### config.mk
export PLATFORM = sky130hd
export DESIGN_NAME = portstat_bank
export DESIGN_NICKNAME = d
export VERILOG_FILES = /design/src/rtl/portstat_pkg.sv /design/src/rtl/portstat_ctrl.sv /design/src/rtl/portstat_datapath.sv /design/src/rtl/portstat_blink.sv /design/src/rtl/portstat_bank.sv
export SDC_FILE = /design/constraint.sdc
export NUM_CORES = 1
export LEC_CHECK = 0
export BUFFER_PORTS_ARGS = -buffer_cell sky130_fd_sc_hd__buf_2
export CAP_MARGIN = 0
export CORE_MARGIN = 2
export CORE_UTILIZATION = 65
export CTS_CLUSTER_DIAMETER = 60
export CTS_CLUSTER_SIZE = 16
export DETAILED_ROUTE_END_ITERATION = 8
export GPL_ROUTABILITY_DRIVEN = 1
export PLACE_DENSITY = 0.84
export REMOVE_ABC_BUFFERS = 1
export SETUP_SLACK_MARGIN = 0.02
export SLEW_MARGIN = 20
export SYNTH_ARGS = -nofsm -noshare
export SYNTH_HDL_FRONTEND = slang
export SYNTH_HIERARCHICAL = 1
export SYNTH_SLANG_ARGS = --single-unit
### constraint.sdc
create_clock -name clk -period 7.85 [get_ports clk]
set_input_delay 0.785 -clock clk [delete_from_list [all_inputs] [get_ports clk]]
set_output_delay 0.785 -clock clk [all_outputs]
set_load 0.02 [all_outputs]
### src/rtl/portstat_pkg.sv
package portstat_pkg;

  localparam int ADDR_W   = 8;
  localparam int DATA_W   = 32;
  localparam int NUM_CHAN = 4;

  localparam logic [3:0] NIB_FLAGS = 4'h0;
  localparam logic [3:0] NIB_CNTA  = 4'h1;
  localparam logic [3:0] NIB_CNTB  = 4'h2;

  localparam logic [3:0] LO_LERR  = 4'h8;
  localparam logic [3:0] LO_PKTTO = 4'h9;
  localparam logic [3:0] LO_SCERR = 4'hA;

  typedef enum logic [2:0] {
    SEL_NONE,
    SEL_TO,
    SEL_WAIT,
    SEL_LERR,
    SEL_PKTTO,
    SEL_SCERR,
    SEL_CNTA,
    SEL_CNTB
  } rd_sel_e;

  typedef struct packed {
    logic                rdEn;
    rd_sel_e             sel;
    logic [1:0]          chan;
    logic [3:0]          port;
    logic [NUM_CHAN-1:0] clrTo;
    logic                clrPktTo;
    logic                clrScErr;
    logic                clrCntA;
    logic                clrCntB;
    logic                unknown;
  } ctl_strobe_t;

endpackage

### src/rtl/portstat_ctrl.sv
module portstat_ctrl
  import portstat_pkg::*;
#(
  parameter int NUM_PORTS = 4
) (
  input  logic [ADDR_W-1:0] busAddr,
  input  logic              busRd,
  input  logic              busWr,
  output ctl_strobe_t       stb
);

  logic [3:0] hiNib;
  logic [3:0] loNib;
  logic       portInRange;

  assign hiNib       = busAddr[7:4];
  assign loNib       = busAddr[3:0];
  assign portInRange = (int'(loNib) < NUM_PORTS);

  always_comb begin
    stb       = '0;
    stb.sel   = SEL_NONE;
    stb.rdEn  = busRd;
    stb.chan  = loNib[1:0];
    stb.port  = loNib;
    unique case (hiNib)
      NIB_FLAGS: begin
        if (loNib < 4'h4) begin
          stb.sel = SEL_TO;
          stb.clrTo[loNib[1:0]] = busRd;
        end else if (loNib < 4'h8) begin
          stb.sel = SEL_WAIT;
        end else if (loNib == LO_LERR) begin
          stb.sel = SEL_LERR;
        end else if (loNib == LO_PKTTO) begin
          stb.sel = SEL_PKTTO;
          stb.clrPktTo = busRd;
        end else if (loNib == LO_SCERR) begin
          stb.sel = SEL_SCERR;
          stb.clrScErr = busRd;
        end
      end
      NIB_CNTA: begin
        if (portInRange) stb.sel = SEL_CNTA;
        stb.clrCntA = busWr && (loNib == 4'h0);
      end
      NIB_CNTB: begin
        if (portInRange) stb.sel = SEL_CNTB;
        stb.clrCntB = busWr && (loNib == 4'h0);
      end
      default: stb.sel = SEL_NONE;
    endcase
    stb.unknown = busRd && (stb.sel == SEL_NONE);
  end

endmodule

### src/rtl/portstat_datapath.sv
module portstat_datapath
  import portstat_pkg::*;
#(
  parameter int NUM_PORTS = 4,
  parameter int CNT_W     = 32
) (
  input  logic                          clk,
  input  logic                          rst,
  input  logic                          netReset,
  input  ctl_strobe_t                   stb,
  input  logic [NUM_CHAN*NUM_PORTS-1:0] timeoutEvt,
  input  logic [NUM_CHAN*NUM_PORTS-1:0] waitAck,
  input  logic [NUM_PORTS-1:0]          linkErr,
  input  logic [NUM_PORTS-1:0]          pktTimeoutEvt,
  input  logic [NUM_PORTS-1:0]          scErrEvt,
  input  logic [NUM_PORTS-1:0]          pktRxA,
  input  logic [NUM_PORTS-1:0]          pktRxB,
  output logic [DATA_W-1:0]             rdData,
  output logic                          rdValid,
  output logic                          unknownAddr,
  output logic [NUM_CHAN*NUM_PORTS-1:0] toSticky,
  output logic [NUM_PORTS-1:0]          portHasTo
);

  localparam logic [CNT_W-1:0] CNT_MAX = {CNT_W{1'b1}};

  logic [NUM_PORTS-1:0] toQ [NUM_CHAN];
  logic [NUM_PORTS-1:0] pktToQ;
  logic [NUM_PORTS-1:0] scErrQ;
  logic [CNT_W-1:0]     cntA [NUM_PORTS];
  logic [CNT_W-1:0]     cntB [NUM_PORTS];
  logic [DATA_W-1:0]    rdMux;

  // sticky timeout flags: the set term is OR-ed after the clear
  for (genvar c = 0; c < NUM_CHAN; c++) begin : g_to
    always_ff @(posedge clk) begin
      if (rst) toQ[c] <= '0;
      else     toQ[c] <= (toQ[c] & ~{NUM_PORTS{stb.clrTo[c]}})
                         | timeoutEvt[c*NUM_PORTS +: NUM_PORTS];
    end
    assign toSticky[c*NUM_PORTS +: NUM_PORTS] = toQ[c];
  end

  always_ff @(posedge clk) begin
    if (rst) begin
      pktToQ <= '0;
      scErrQ <= '0;
    end else begin
      pktToQ <= (pktToQ & ~{NUM_PORTS{stb.clrPktTo}}) | pktTimeoutEvt;
      scErrQ <= (scErrQ & ~{NUM_PORTS{stb.clrScErr}}) | scErrEvt;
    end
  end

  // per-port saturating packet counters
  for (genvar p = 0; p < NUM_PORTS; p++) begin : g_cnt
    always_ff @(posedge clk) begin
      if (rst || netReset || stb.clrCntA)   cntA[p] <= '0;
      else if (pktRxA[p] && cntA[p] != CNT_MAX) cntA[p] <= cntA[p] + 1'b1;
    end
    always_ff @(posedge clk) begin
      if (rst || netReset || stb.clrCntB)   cntB[p] <= '0;
      else if (pktRxB[p] && cntB[p] != CNT_MAX) cntB[p] <= cntB[p] + 1'b1;
    end
    assign portHasTo[p] = toQ[0][p] | toQ[1][p] | toQ[2][p] | toQ[3][p];
  end

  always_comb begin
    rdMux = '0;
    unique case (stb.sel)
      SEL_TO: begin
        for (int c = 0; c < NUM_CHAN; c++)
          if (stb.chan == 2'(c)) rdMux = DATA_W'(toQ[c]);
      end
      SEL_WAIT: begin
        for (int c = 0; c < NUM_CHAN; c++)
          if (stb.chan == 2'(c)) rdMux = DATA_W'(waitAck[c*NUM_PORTS +: NUM_PORTS]);
      end
      SEL_LERR:  rdMux = DATA_W'(linkErr);
      SEL_PKTTO: rdMux = DATA_W'(pktToQ);
      SEL_SCERR: rdMux = DATA_W'(scErrQ);
      SEL_CNTA: begin
        for (int p = 0; p < NUM_PORTS; p++)
          if (stb.port == 4'(p)) rdMux = DATA_W'(cntA[p]);
      end
      SEL_CNTB: begin
        for (int p = 0; p < NUM_PORTS; p++)
          if (stb.port == 4'(p)) rdMux = DATA_W'(cntB[p]);
      end
      default: rdMux = '0;
    endcase
  end

  always_ff @(posedge clk) begin
    if (rst) begin
      rdData      <= '0;
      rdValid     <= 1'b0;
      unknownAddr <= 1'b0;
    end else begin
      rdData      <= stb.rdEn ? rdMux : '0;
      rdValid     <= stb.rdEn;
      unknownAddr <= stb.unknown;
    end
  end

endmodule

### src/rtl/portstat_blink.sv
module portstat_blink #(
  parameter int NUM_PORTS    = 4,
  parameter int BLINK_PERIOD = 50_000_000
) (
  input  logic                 clk,
  input  logic                 rst,
  input  logic [NUM_PORTS-1:0] portHasTo,
  output logic [NUM_PORTS-1:0] ledOn
);

  localparam int PH_W    = $clog2(BLINK_PERIOD);
  localparam int OFF_LEN = BLINK_PERIOD / 4;

  logic [PH_W-1:0] phase;
  logic            darkPhase;

  always_ff @(posedge clk) begin
    if (rst)                                phase <= '0;
    else if (phase == PH_W'(BLINK_PERIOD-1)) phase <= '0;
    else                                    phase <= phase + 1'b1;
  end

  assign darkPhase = (phase < PH_W'(OFF_LEN));

  for (genvar p = 0; p < NUM_PORTS; p++) begin : g_led
    assign ledOn[p] = !(portHasTo[p] && darkPhase);
  end

endmodule

### src/rtl/portstat_bank.sv
module portstat_bank
  import portstat_pkg::*;
#(
  parameter int NUM_PORTS    = 4,
  parameter int CNT_W        = 32,
  parameter int BLINK_PERIOD = 50_000_000
) (
  input  logic                          clk,
  input  logic                          rst,
  input  logic                          netReset,
  input  logic [NUM_CHAN*NUM_PORTS-1:0] timeoutEvt,
  input  logic [NUM_CHAN*NUM_PORTS-1:0] waitAck,
  input  logic [NUM_PORTS-1:0]          linkErr,
  input  logic [NUM_PORTS-1:0]          pktTimeoutEvt,
  input  logic [NUM_PORTS-1:0]          scErrEvt,
  input  logic [NUM_PORTS-1:0]          pktRxA,
  input  logic [NUM_PORTS-1:0]          pktRxB,
  input  logic [ADDR_W-1:0]             busAddr,
  input  logic                          busRd,
  input  logic                          busWr,
  output logic [DATA_W-1:0]             busRdata,
  output logic                          rdValid,
  output logic                          unknownAddr,
  output logic [NUM_PORTS-1:0]          ledOn
);

  ctl_strobe_t                   stb;
  logic [NUM_CHAN*NUM_PORTS-1:0] toSticky;
  logic [NUM_PORTS-1:0]          portHasTo;

  portstat_ctrl #(.NUM_PORTS(NUM_PORTS)) ctrl_i (
    .busAddr (busAddr),
    .busRd   (busRd),
    .busWr   (busWr),
    .stb     (stb)
  );

  portstat_datapath #(.NUM_PORTS(NUM_PORTS), .CNT_W(CNT_W)) dp_i (
    .clk           (clk),
    .rst           (rst),
    .netReset      (netReset),
    .stb           (stb),
    .timeoutEvt    (timeoutEvt),
    .waitAck       (waitAck),
    .linkErr       (linkErr),
    .pktTimeoutEvt (pktTimeoutEvt),
    .scErrEvt      (scErrEvt),
    .pktRxA        (pktRxA),
    .pktRxB        (pktRxB),
    .rdData        (busRdata),
    .rdValid       (rdValid),
    .unknownAddr   (unknownAddr),
    .toSticky      (toSticky),
    .portHasTo     (portHasTo)
  );

  portstat_blink #(.NUM_PORTS(NUM_PORTS), .BLINK_PERIOD(BLINK_PERIOD)) blink_i (
    .clk       (clk),
    .rst       (rst),
    .portHasTo (portHasTo),
    .ledOn     (ledOn)
  );

endmodule

Word-level counts from Yosys, hierarchy flattened

Memories as Yosys holds them, arrays and structs flattened.
Cells that the tools add are included.

Memories kept: 3
Register bits: 68
Input port bits: 65
RAM bits: 272
Word-level logic and storage cells: 203

Memory list:

| name      | depth | bits a word | rd ports | clocked after Yosys merged registers in | wr ports | RTL line                | text |
|---|---|---|---|---|---|---|---|
| dp_i.cntA | 4     | 32          | 4        | 0                                       | 4        | portstat_datapath.sv:30 | `logic [CNT_W-1:0] cntA [NUM_PORTS];` |
| dp_i.cntB | 4     | 32          | 4        | 0                                       | 4        | portstat_datapath.sv:31 | `logic [CNT_W-1:0] cntB [NUM_PORTS];` |
| dp_i.toQ  | 4     | 4           | 4        | 0                                       | 4        | portstat_datapath.sv:27 | `logic [NUM_PORTS-1:0] toQ [NUM_CHAN];` |

Reduce and logical (&&, ||, !) cells: 28
Multiplexer cells: 80
Add/sub/neg operators: 9
Equality and inequality tests: 27
Bitwise operators: 44
Order comparisons: 6

Operators with widths:

| kind                                                                    | count |
|---|---|
| 32-bit two-way mux                                                      | 16 |
| 32-bit by 1-bit adder with 32-bit output (second input constant)        | 8 |
| 32-bit != test (second input constant)                                  | 8 |
| 32-bit case mux with 7 select lines                                     | 1 |
| 4-bit two-way mux                                                       | 13 |
| 1-bit two-way mux                                                       | 37 |
| 4-bit bitwise AND                                                       | 7 |
| 26-bit by 1-bit adder with 26-bit output (second input constant)        | 1 |
| 26-bit == test (second input constant)                                  | 1 |
| 26-bit by 24-bit < comparator with 1-bit output (second input constant) | 1 |
| 4-bit inverter                                                          | 6 |
| 1-bit OR                                                                | 24 |
| 4-bit OR                                                                | 6 |
| 3-bit two-way mux                                                       | 7 |
| 1-bit logical AND                                                       | 15 |
| 3-bit == test (second input constant)                                   | 4 |
| 4-bit by 2-bit == test with 1-bit output (second input constant)        | 3 |
| 4-bit == test (second input constant)                                   | 3 |
| 3-bit case mux with 3 select lines                                      | 1 |
| 4-bit by 1-bit == test with 1-bit output (second input constant)        | 2 |
| 4-bit logical NOT                                                       | 2 |
| 4-bit by 3-bit < comparator with 1-bit output (second input constant)   | 2 |
| 3-bit by 2-bit == test with 1-bit output (second input constant)        | 2 |
| 2-bit two-way mux                                                       | 3 |
| 14 further kinds                                                        | 21 |

Depth between registers and ports, before layout

Gate-level depths: netlist of run 1.

Word-level depth: 11
Gate-level depth with buffers: 11

Cells and area by module

Netlist of run 1, hierarchy kept.

By module, submodules not included:

| module            | times used | area an instance (um2) | cells each |
|---|---|---|---|
| portstat_datapath | 1          | 18193.7                | 1841 |
| portstat_blink    | 1          | 1295.0                 | 156 |
| portstat_ctrl     | 1          | 305.3                  | 44 |

Worst setup path after synthesis of run 1

OpenSTA, ideal clock, no wires.

Kind: input -> register
From: in busAddr[1]
To: mem dp_i.cntB[1][0], enable pin
Data arrival time: 2.539 ns
Cell stages on the path: 5
Path slack: 4.824 ns
Cells stage by stage: buf_2 nor4b_1 and3_2 nor3_1 nand2_1

RTL lines:

| element     | RTL line                | text |
|---|---|---|
| from (decl) | portstat_bank.sv:18     | `input logic [ADDR_W-1:0] busAddr,` |
| to (decl)   | portstat_datapath.sv:31 |  |

==> run_results.csv, run 1 <==
group,metric,value,unit
synthesis,yosysWarnings,6,
synthesis,netlist.top_cell.by_area,"edfxtp_1",
clock_tree,ctsHoldBuffers,0,
timing,tightest_slew,1.10,ns
timing,hold_viol_final,0,
setup_path,required,8.40,ns
setup_path,reg2reg_from,"dp_i/cntB[1][0]",
setup_path,crit_top_cell,"o21a_1",
setup_path,crit_start,"busAddr[1]",
synthesis,synthesis.area,0.0198,mm2
clock_tree,cts_buffer_depth,3,
detailed_routing,antenna_left,0,
detailed_routing,totalWireLength,51000,um
synthesis,synth_cell_types,68,
timing,post-route-period-util,0.495,
clock_tree,cts_tree,"done",
clock_tree,cts_setup_buffers,0,
setup_path,worst_r2r_endpoint,"dp_i/cntB[1][20]",
detailed_routing,drt_iter0_drc,1862,
synthesis,seq_area_frac_synth,0.473,
placed_design,port-buffer-count,102,
power,vdd_drop_max,0.310,mV
floorplan,dieHeight,179,um
layout,num_antenna_cells,0,
layout,nets,2155,
placed_design,gp_congestion,0.909,
grt,grt_usage,0.321,
timing,final_max_slew_viol_count,0,
setup_path,slowest_delay,0.90,ns
clock_tree,cts_buffers,31,
grt,grt_pass1_wl,81100,um
status,run_status,"finished, final reports clean",
clock_tree,cts_root_buf,"clkbuf_16",
layout,syn_to_final_growth,8.93,%
floorplan,io_pins,103,
job,maxCapViolations,0,
synthesis,ys_async_sr_fraction,0,
synthesis,synth_edf_count,256,
setup_path,crit_type,"input pin to flip-flop",
timing,slew_headroom,0.264,
layout,fin_cells,2496,
synthesis,synth_seq_cells,340,
timing,fin_skew,0.0257,ns
synthesis,synth_cells,2041,
floorplan,initial_core_util,0.664,
detailed_routing,viasPerCell,6.55,
clock_tree,clk_pin_slew,0.08,ns
setup_path,cp.arrival,4.43,ns
clock_tree,clk_latency,0.61,ns
layout,stdcell_area,0.0216,mm2
hold_path,whs_path_depth,3,
setup_path,r2r_slack,4.93,ns
grt,grt_max_degree,143,
timing,tns,0,ns
placed_design,hpwl,35300,um
power,leakage,7.54,nW
setup_path,critPathSlowestCell,"and2b_1",
grt,grt_overflow,0,
floorplan,rows,63,
setup_path,crit_chain,"buf_2 > buf_4 > xnor2_1 > nor4_1 > o21a_1 > nor4bb_1 > and2b_1 > a221oi_1 > o21a_1 > a21oi_1",
synthesis,synth_top_area_frac,0.388,
detailed_routing,drtPass1Iterations,6,
floorplan,core-area,0.0298,mm2
timing,setup_ws,3.96,ns
hold_path,hold_path.class,"input pin to flip-flop",
setup_path,r2r_cells,7,
synthesis,synth-main-ff-cell,"edfxtp_1",
detailed_routing,vias,16349,
timing,setup_violations,0,
clock_tree,cts-resized-gates,0,
timing,hold-worst-slack,0.381,ns
placed_design,place_area,0.0205,mm2
floorplan,dieArea,0.0319,mm2
layout,drive_gt1_frac,0.107,
detailed_routing,post-route-drc-count,0,
timing,rsz0062_at_grt,"no",
placed_design,preCtsSetupSlack,3.38,ns
synthesis,yosys-top-cells-area,"edfxtp_1 39%, dfxtp_1 8.5%, xor2_1 6.9%",
grt,antenna_found_initial,0,
hold_path,holdCritStartpoint,"timeoutEvt[7]",
hold_path,hold_end,"dp_i/toQ[1][3]",
power,p_per_area,185,mW/mm2
timing,fin_crit,3.89,ns
timing,clock.fmax,257,MHz
synthesis,avgSynthCellArea,9.70,um2
clock_tree,cts_sinks,340,
setup_path,cp-end-kind,"flip-flop",
placed_design,dp.cells,2437,
floorplan,die_x,179,um
detailed_routing,wire_per_inst,20.5,um
setup_path,cp-start-kind,"input pin",
grt,grt_pass1_vias,15266,
clock_tree,h-tree-depth,1,
setup_path,worst-path-max-fanout,46,
worst max-delay path by stage:
stage,depth (start not counted),slack [ns],to
after floorplan,5,2.80,dp_i/rdData[3]
after global placement,10,3.51,dp_i/rdData[3]
after detailed placement,10,3.38,dp_i/rdData[3]
after CTS,10,4.05,dp_i/rdData[3]
after global routing,10,3.64,dp_i/rdData[3]
final,10,3.96,dp_i/rdData[3]
critical path: cells and delay by family:
family / cells / cell delay, ns
buf+inv: 2 / 1.09
xor+xnor: 1 / 0.13
simple gates: 3 / 1.55
compound gates: 4 / 0.86
cell families (layout without fill, tap and decap cells):
family	Yosys count	in the layout	share of synthesized area
fa+ha+maj	9	9	0.00569
simple gates	948	948	0.247
mux	87	87	0.0483
buf+inv	151	216	0.0341
xor+xnor	241	241	0.107
flops	340	340	0.473
compound gates	265	265	0.0852
routing by layer:
layer | track usage | wire length, um | part of all wire | vias to the layer above
met3 | 0.0556 | 4790 | 0.094 | 148
met5 | 0 | 0 | 0 | -
met1 | 0.444 | 20500 | 0.40 | 7818
li1 | - | - | - | 7500
met2 | 0.508 | 23600 | 0.46 | 883
met4 | 0.122 | 2090 | 0.041 | 0
synthesized netlist by cell type, types with 36 or more instances:
cell type  instances
clkbuf_1          63
nor2_1           346
inv_1             36
nand2_1          104
xor2_1           157
mux2i_1           73
edfxtp_1         256
a211oi_1          57
xnor2_1           84
nand4_1           85
and3_1            47
nor2b_1           63
dfxtp_1           84
nand3_1          128
a21oi_1          111
flip-flops by register name (all words and copies together), names as in the netlist:
register,count
dp_i/cntA,128
dp_i/cntB,128
dp_i/rdData,32
blink_i/phase,26
dp_i/toQ,16
dp_i/pktToQ,4
dp_i/scErrQ,4
dp_i/rdValid,1
dp_i/unknownAddr,1
cells in the final DEF (no fill, tap or decap), types with 5 or more instances in the layout:
cell type and count:
nand2_1 104, a21oi_1 111, nand3_2 5, and4_1 35
o21ai_0 21, or3_1 14, nor3_1 30, inv_1 36
clkbuf_16 35, nor4_1 27, ha_1 9, edfxtp_1 256
nand3_1 126, mux4_2 6, nand4_1 85, mux2_2 8
buf_2 101, dfxtp_1 84, o211ai_1 10, nor2b_1 63
a211oi_1 57, mux2i_1 73, and3_1 47, or4_1 15
xor2_1 157, buf_4 19, and2_1 11, a22oi_1 28
nor2_1 346, xnor2_1 84, clkbuf_1 6, o31ai_1 7
metrics by stage:
stage / total power (W) / util
floorplan: 0.00226 / -
global placement: 0.00240 / 0.686
detailed placement: 0.00241 / 0.687
CTS: 0.00398 / 0.723
global route: 0.00409 / 0.724
finish: 0.00398 / 0.724
power by group:
group / switching [W] / total [W] / leakage, nW / internal [W]
combinational: 0.000180 / 0.000290 / 3.34 / 0.000109
sequential: 0.0000946 / 0.00209 / 3.67 / 0.00200
clock: 0.000731 / 0.00160 / 0.537 / 0.000865
layout make-up:
| class | instances | area (um2) |
|---|---|---|
| Multi-Input combinational cell | 1550 | 9820 |
| Sequential cell | 340 | 9370 |
| Fill cell | 2146 | 8230 |
| Clock buffer | 43 | 926 |
| Timing Repair Buffer | 122 | 673 |
| Tap cell | 390 | 488 |
| Clock inverter | 15 | 155 |
| Inverter | 36 | 135 |
(Power assumes the default switching activity.)
==> inputs of run 2 (changes only) <==
Settings changed: ABC_AREA set to 1, CORE_UTILIZATION 65 to 63, PLACE_DENSITY 0.84 to 0.81.
Clock period 7.85 ns to 3.7 ns, I/O delays scaled along.
==> run_results.csv, run 2 <==
group,metric,value,unit
clock_tree,cts_root_buf,"clkbuf_16",
layout,nets,3319,
setup_path,critPathSlowestCell,"nand3_2",
synthesis,netlist.top_cell.by_area,"edfxtp_1",
power,vdd_drop_max,0.457,mV
setup_path,cp-end-kind,"flip-flop",
synthesis,yosysWarnings,6,
floorplan,core-area,0.0346,mm2
layout,num_antenna_cells,0,
power,leakage,8.31,nW
clock_tree,cts_buffers,37,
timing,post-route-period-util,0.693,
clock_tree,cts_sinks,340,
timing,tightest_slew,1.03,ns
floorplan,initial_core_util,0.641,
detailed_routing,post-route-drc-count,0,
layout,syn_to_final_growth,9.15,%
clock_tree,cts-resized-gates,0,
detailed_routing,totalWireLength,73200,um
power,p_sw_frac,0.267,
detailed_routing,wire_per_inst,19.6,um
power,p_per_area,361,mW/mm2
hold_path,holdCritStartpoint,"timeoutEvt[1]",
setup_path,r2r_slack,1.14,ns
clock_tree,ctsHoldBuffers,0,
placed_design,gp_congestion,1.02,
detailed_routing,drtPass1Iterations,8,
power,seqPwrFrac,0.507,
setup_path,cp.arrival,2.84,ns
grt,grt_pass1_vias,20897,
floorplan,dieArea,0.0368,mm2
synthesis,ys_async_sr_fraction,0,
power,finalPower,0.00875,W
clock_tree,clk_latency,0.56,ns
timing,fin_skew,0.0218,ns
timing,rsz0062_at_grt,"no",
layout,layout_commonest_cell,"nand2_1",
setup_path,crit_top_cell,"nand2_1",
grt,grt_pass1_wl,113000,um
setup_path,crit_buf_inv,0,
synthesis,seq_area_frac_synth,0.422,
clock_tree,h-tree-depth,2,
timing,setup_violations,0,
clock_tree,cts_buffer_depth,3,
synthesis,synth_edf_count,256,
synthesis,synth_top_area_frac,0.346,
detailed_routing,drt_iter0_drc,3009,
floorplan,dieHeight,192,um
synthesis,synth_common_cells,"910 x nand2_1, 530 x nor2_1, 335 x inv_1",
synthesis,synth_seq_cells,340,
hold_path,hold_path.class,"input pin to flip-flop",
grt,grt_usage,0.398,
placed_design,place_area,0.0230,mm2
synthesis,synth_cell_types,39,
clock_tree,cts_setup_buffers,0,
synthesis,yosysMostFrequentCell,"nand2_1",
setup_path,r2r_cells,8,
floorplan,rows,68,
setup_path,critPathTopFamily,"simple AND/OR/NAND/NOR gates",
layout,stdcell_area,0.0242,mm2
floorplan,io_pins,103,
setup_path,required,3.98,ns
detailed_routing,viasPerCell,6.01,
hold_path,whs_path_depth,3,
setup_path,worst_r2r_endpoint,"dp_i/cntB[0][25]",
setup_path,slowest_delay,0.51,ns
grt,antenna_found_initial,0,
power,p_int,0.00642,W
timing,fin_crit,2.56,ns
timing,slew_headroom,0.310,
synthesis,yosys-top-cells-area,"edfxtp_1 35%, nand2_1 15%, nor2_1 9.0%",
synthesis,avgSynthCellArea,7.04,um2
synthesis,synth-main-ff-cell,"edfxtp_1",
timing,final_max_slew_viol_count,0,
timing,clock.fmax,390,MHz
setup_path,reg2reg_from,"dp_i/cntB[0][1]",
clock_tree,cts_tree,"done",
setup_path,crit_chain,"ha_1 > nand2_1 > nor2_2 > nand2_2 > nor2_1 > nand2_1 > nand3_2 > a21oi_1",
placed_design,hpwl,55500,um
timing,tns,0,ns
timing,hold_viol_final,0,
grt,grt_overflow,0,
layout,fill_cells,2954,
layout,drive_gt1_frac,0.0874,
detailed_routing,vias,22395,
synthesis,synthesis.area,0.0222,mm2
setup_path,worst-path-max-fanout,32,
status,run_status,"finished, final reports clean",
grt,grt_max_degree,38,
placed_design,preCtsSetupSlack,0.808,ns
placed_design,port-buffer-count,102,
power,power_frac_clock,0.424,
floorplan,die_x,192,um
layout,final_cell_mix,"909 x nand2_1, 527 x nor2_1, 334 x inv_1",
detailed_routing,antenna_left,0,
power,p_sw,0.00234,W
clock_tree,clk_pin_slew,0.07,ns
layout,largest_registers,"dp_i/cntA: 128 flops, dp_i/cntB: 128 flops, dp_i/rdData: 32 flops",
hold_path,hold_end,"dp_i/toQ[0][1]",
setup_path,crit_type,"flip-flop to flip-flop",
timing,setup_ws,1.14,ns
setup_path,cp-start-kind,"flip-flop",
job,maxCapViolations,0,
power,p_comb_frac,0.069,
synthesis,synth_cells,3154,
-- run 2: power groups by stage --
stage | Sequential (W) | Clock (W) | Combinational (W)
finish | 0.00444 | 0.00371 | 0.000604
global route | 0.00445 | 0.00386 | 0.000656
CTS | 0.00443 | 0.00373 | 0.000585
detailed placement | 0.00451 | 0 | 0.000582
global placement | 0.00450 | 0 | 0.000572
floorplan | 0.00444 | 0 | 0.000357
-- run 2: worst max path at each step --
| stage | start | endpoint | cells past startpoint |
|---|---|---|---|
| 2_1_floorplan | busAddr[3] | dp_i/rdData[2] | 8 |
| 3_3_place_gp | busAddr[0] | dp_i/rdData[15] | 12 |
| 3_5_place_dp | busAddr[0] | dp_i/rdData[25] | 12 |
| 4_1_cts | dp_i/cntA[0][0] | dp_i/cntA[0][1] | 9 |
| 5_1_grt | dp_i/cntA[0][0] | dp_i/cntA[0][23] | 9 |
| 6_report | dp_i/cntB[0][1] | dp_i/cntB[0][25] | 8 |
-- run 2: cell families (layout without fill, tap and decap cells) --
group	Yosys count	count (layout)	share of synthesized area
xor+xnor	104	104	0.0410
simple gates	1905	1905	0.364
compound gates	369	369	0.0879
buf+inv	427	544	0.0799
flops	340	340	0.422
fa+ha+maj	9	9	0.00507
-- run 2: per-stage QoR --
| stage | std cells | utilization | hold WS, ns |
|---|---|---|---|
| after floorplan | 3073 | - | 0.427 |
| after global placement | 3661 | 0.666 | 0.439 |
| after detailed placement | 3661 | 0.666 | 0.457 |
| after CTS | 3726 | 0.700 | 0.0106 |
| after global routing | 3726 | 0.700 | 0.0245 |
| final | 3726 | 0.700 | 0.0314 |
-- run 2: area by class of cell --
class,instances,area (um2),area share
Clock inverter,23,186,0.00769
Tap cell,455,569,0.0235
Multi-Input combinational cell,2387,11100,0.457
Sequential cell,340,9370,0.387
Clock buffer,42,997,0.0412
Timing Repair Buffer,133,743,0.0307
Inverter,346,1300,0.0536
-- run 2: layer usage --
metal  wire (um)  up-vias  GRT usage
li1            -    10459          -
met1       28100    10289      0.530
met2       32300     1420      0.625
met3        9330      227     0.0813
met4        3500        0      0.184
met5           0        -          0
-- run 2: tightest hold or removal path, delay by kind of cell --
| kind | cells | cell delay [ns] |
|---|---|---|
| buf+inv | 1 | 0.08 |
| compound gates | 1 | 0.03 |
| simple gates | 1 | 0.07 |
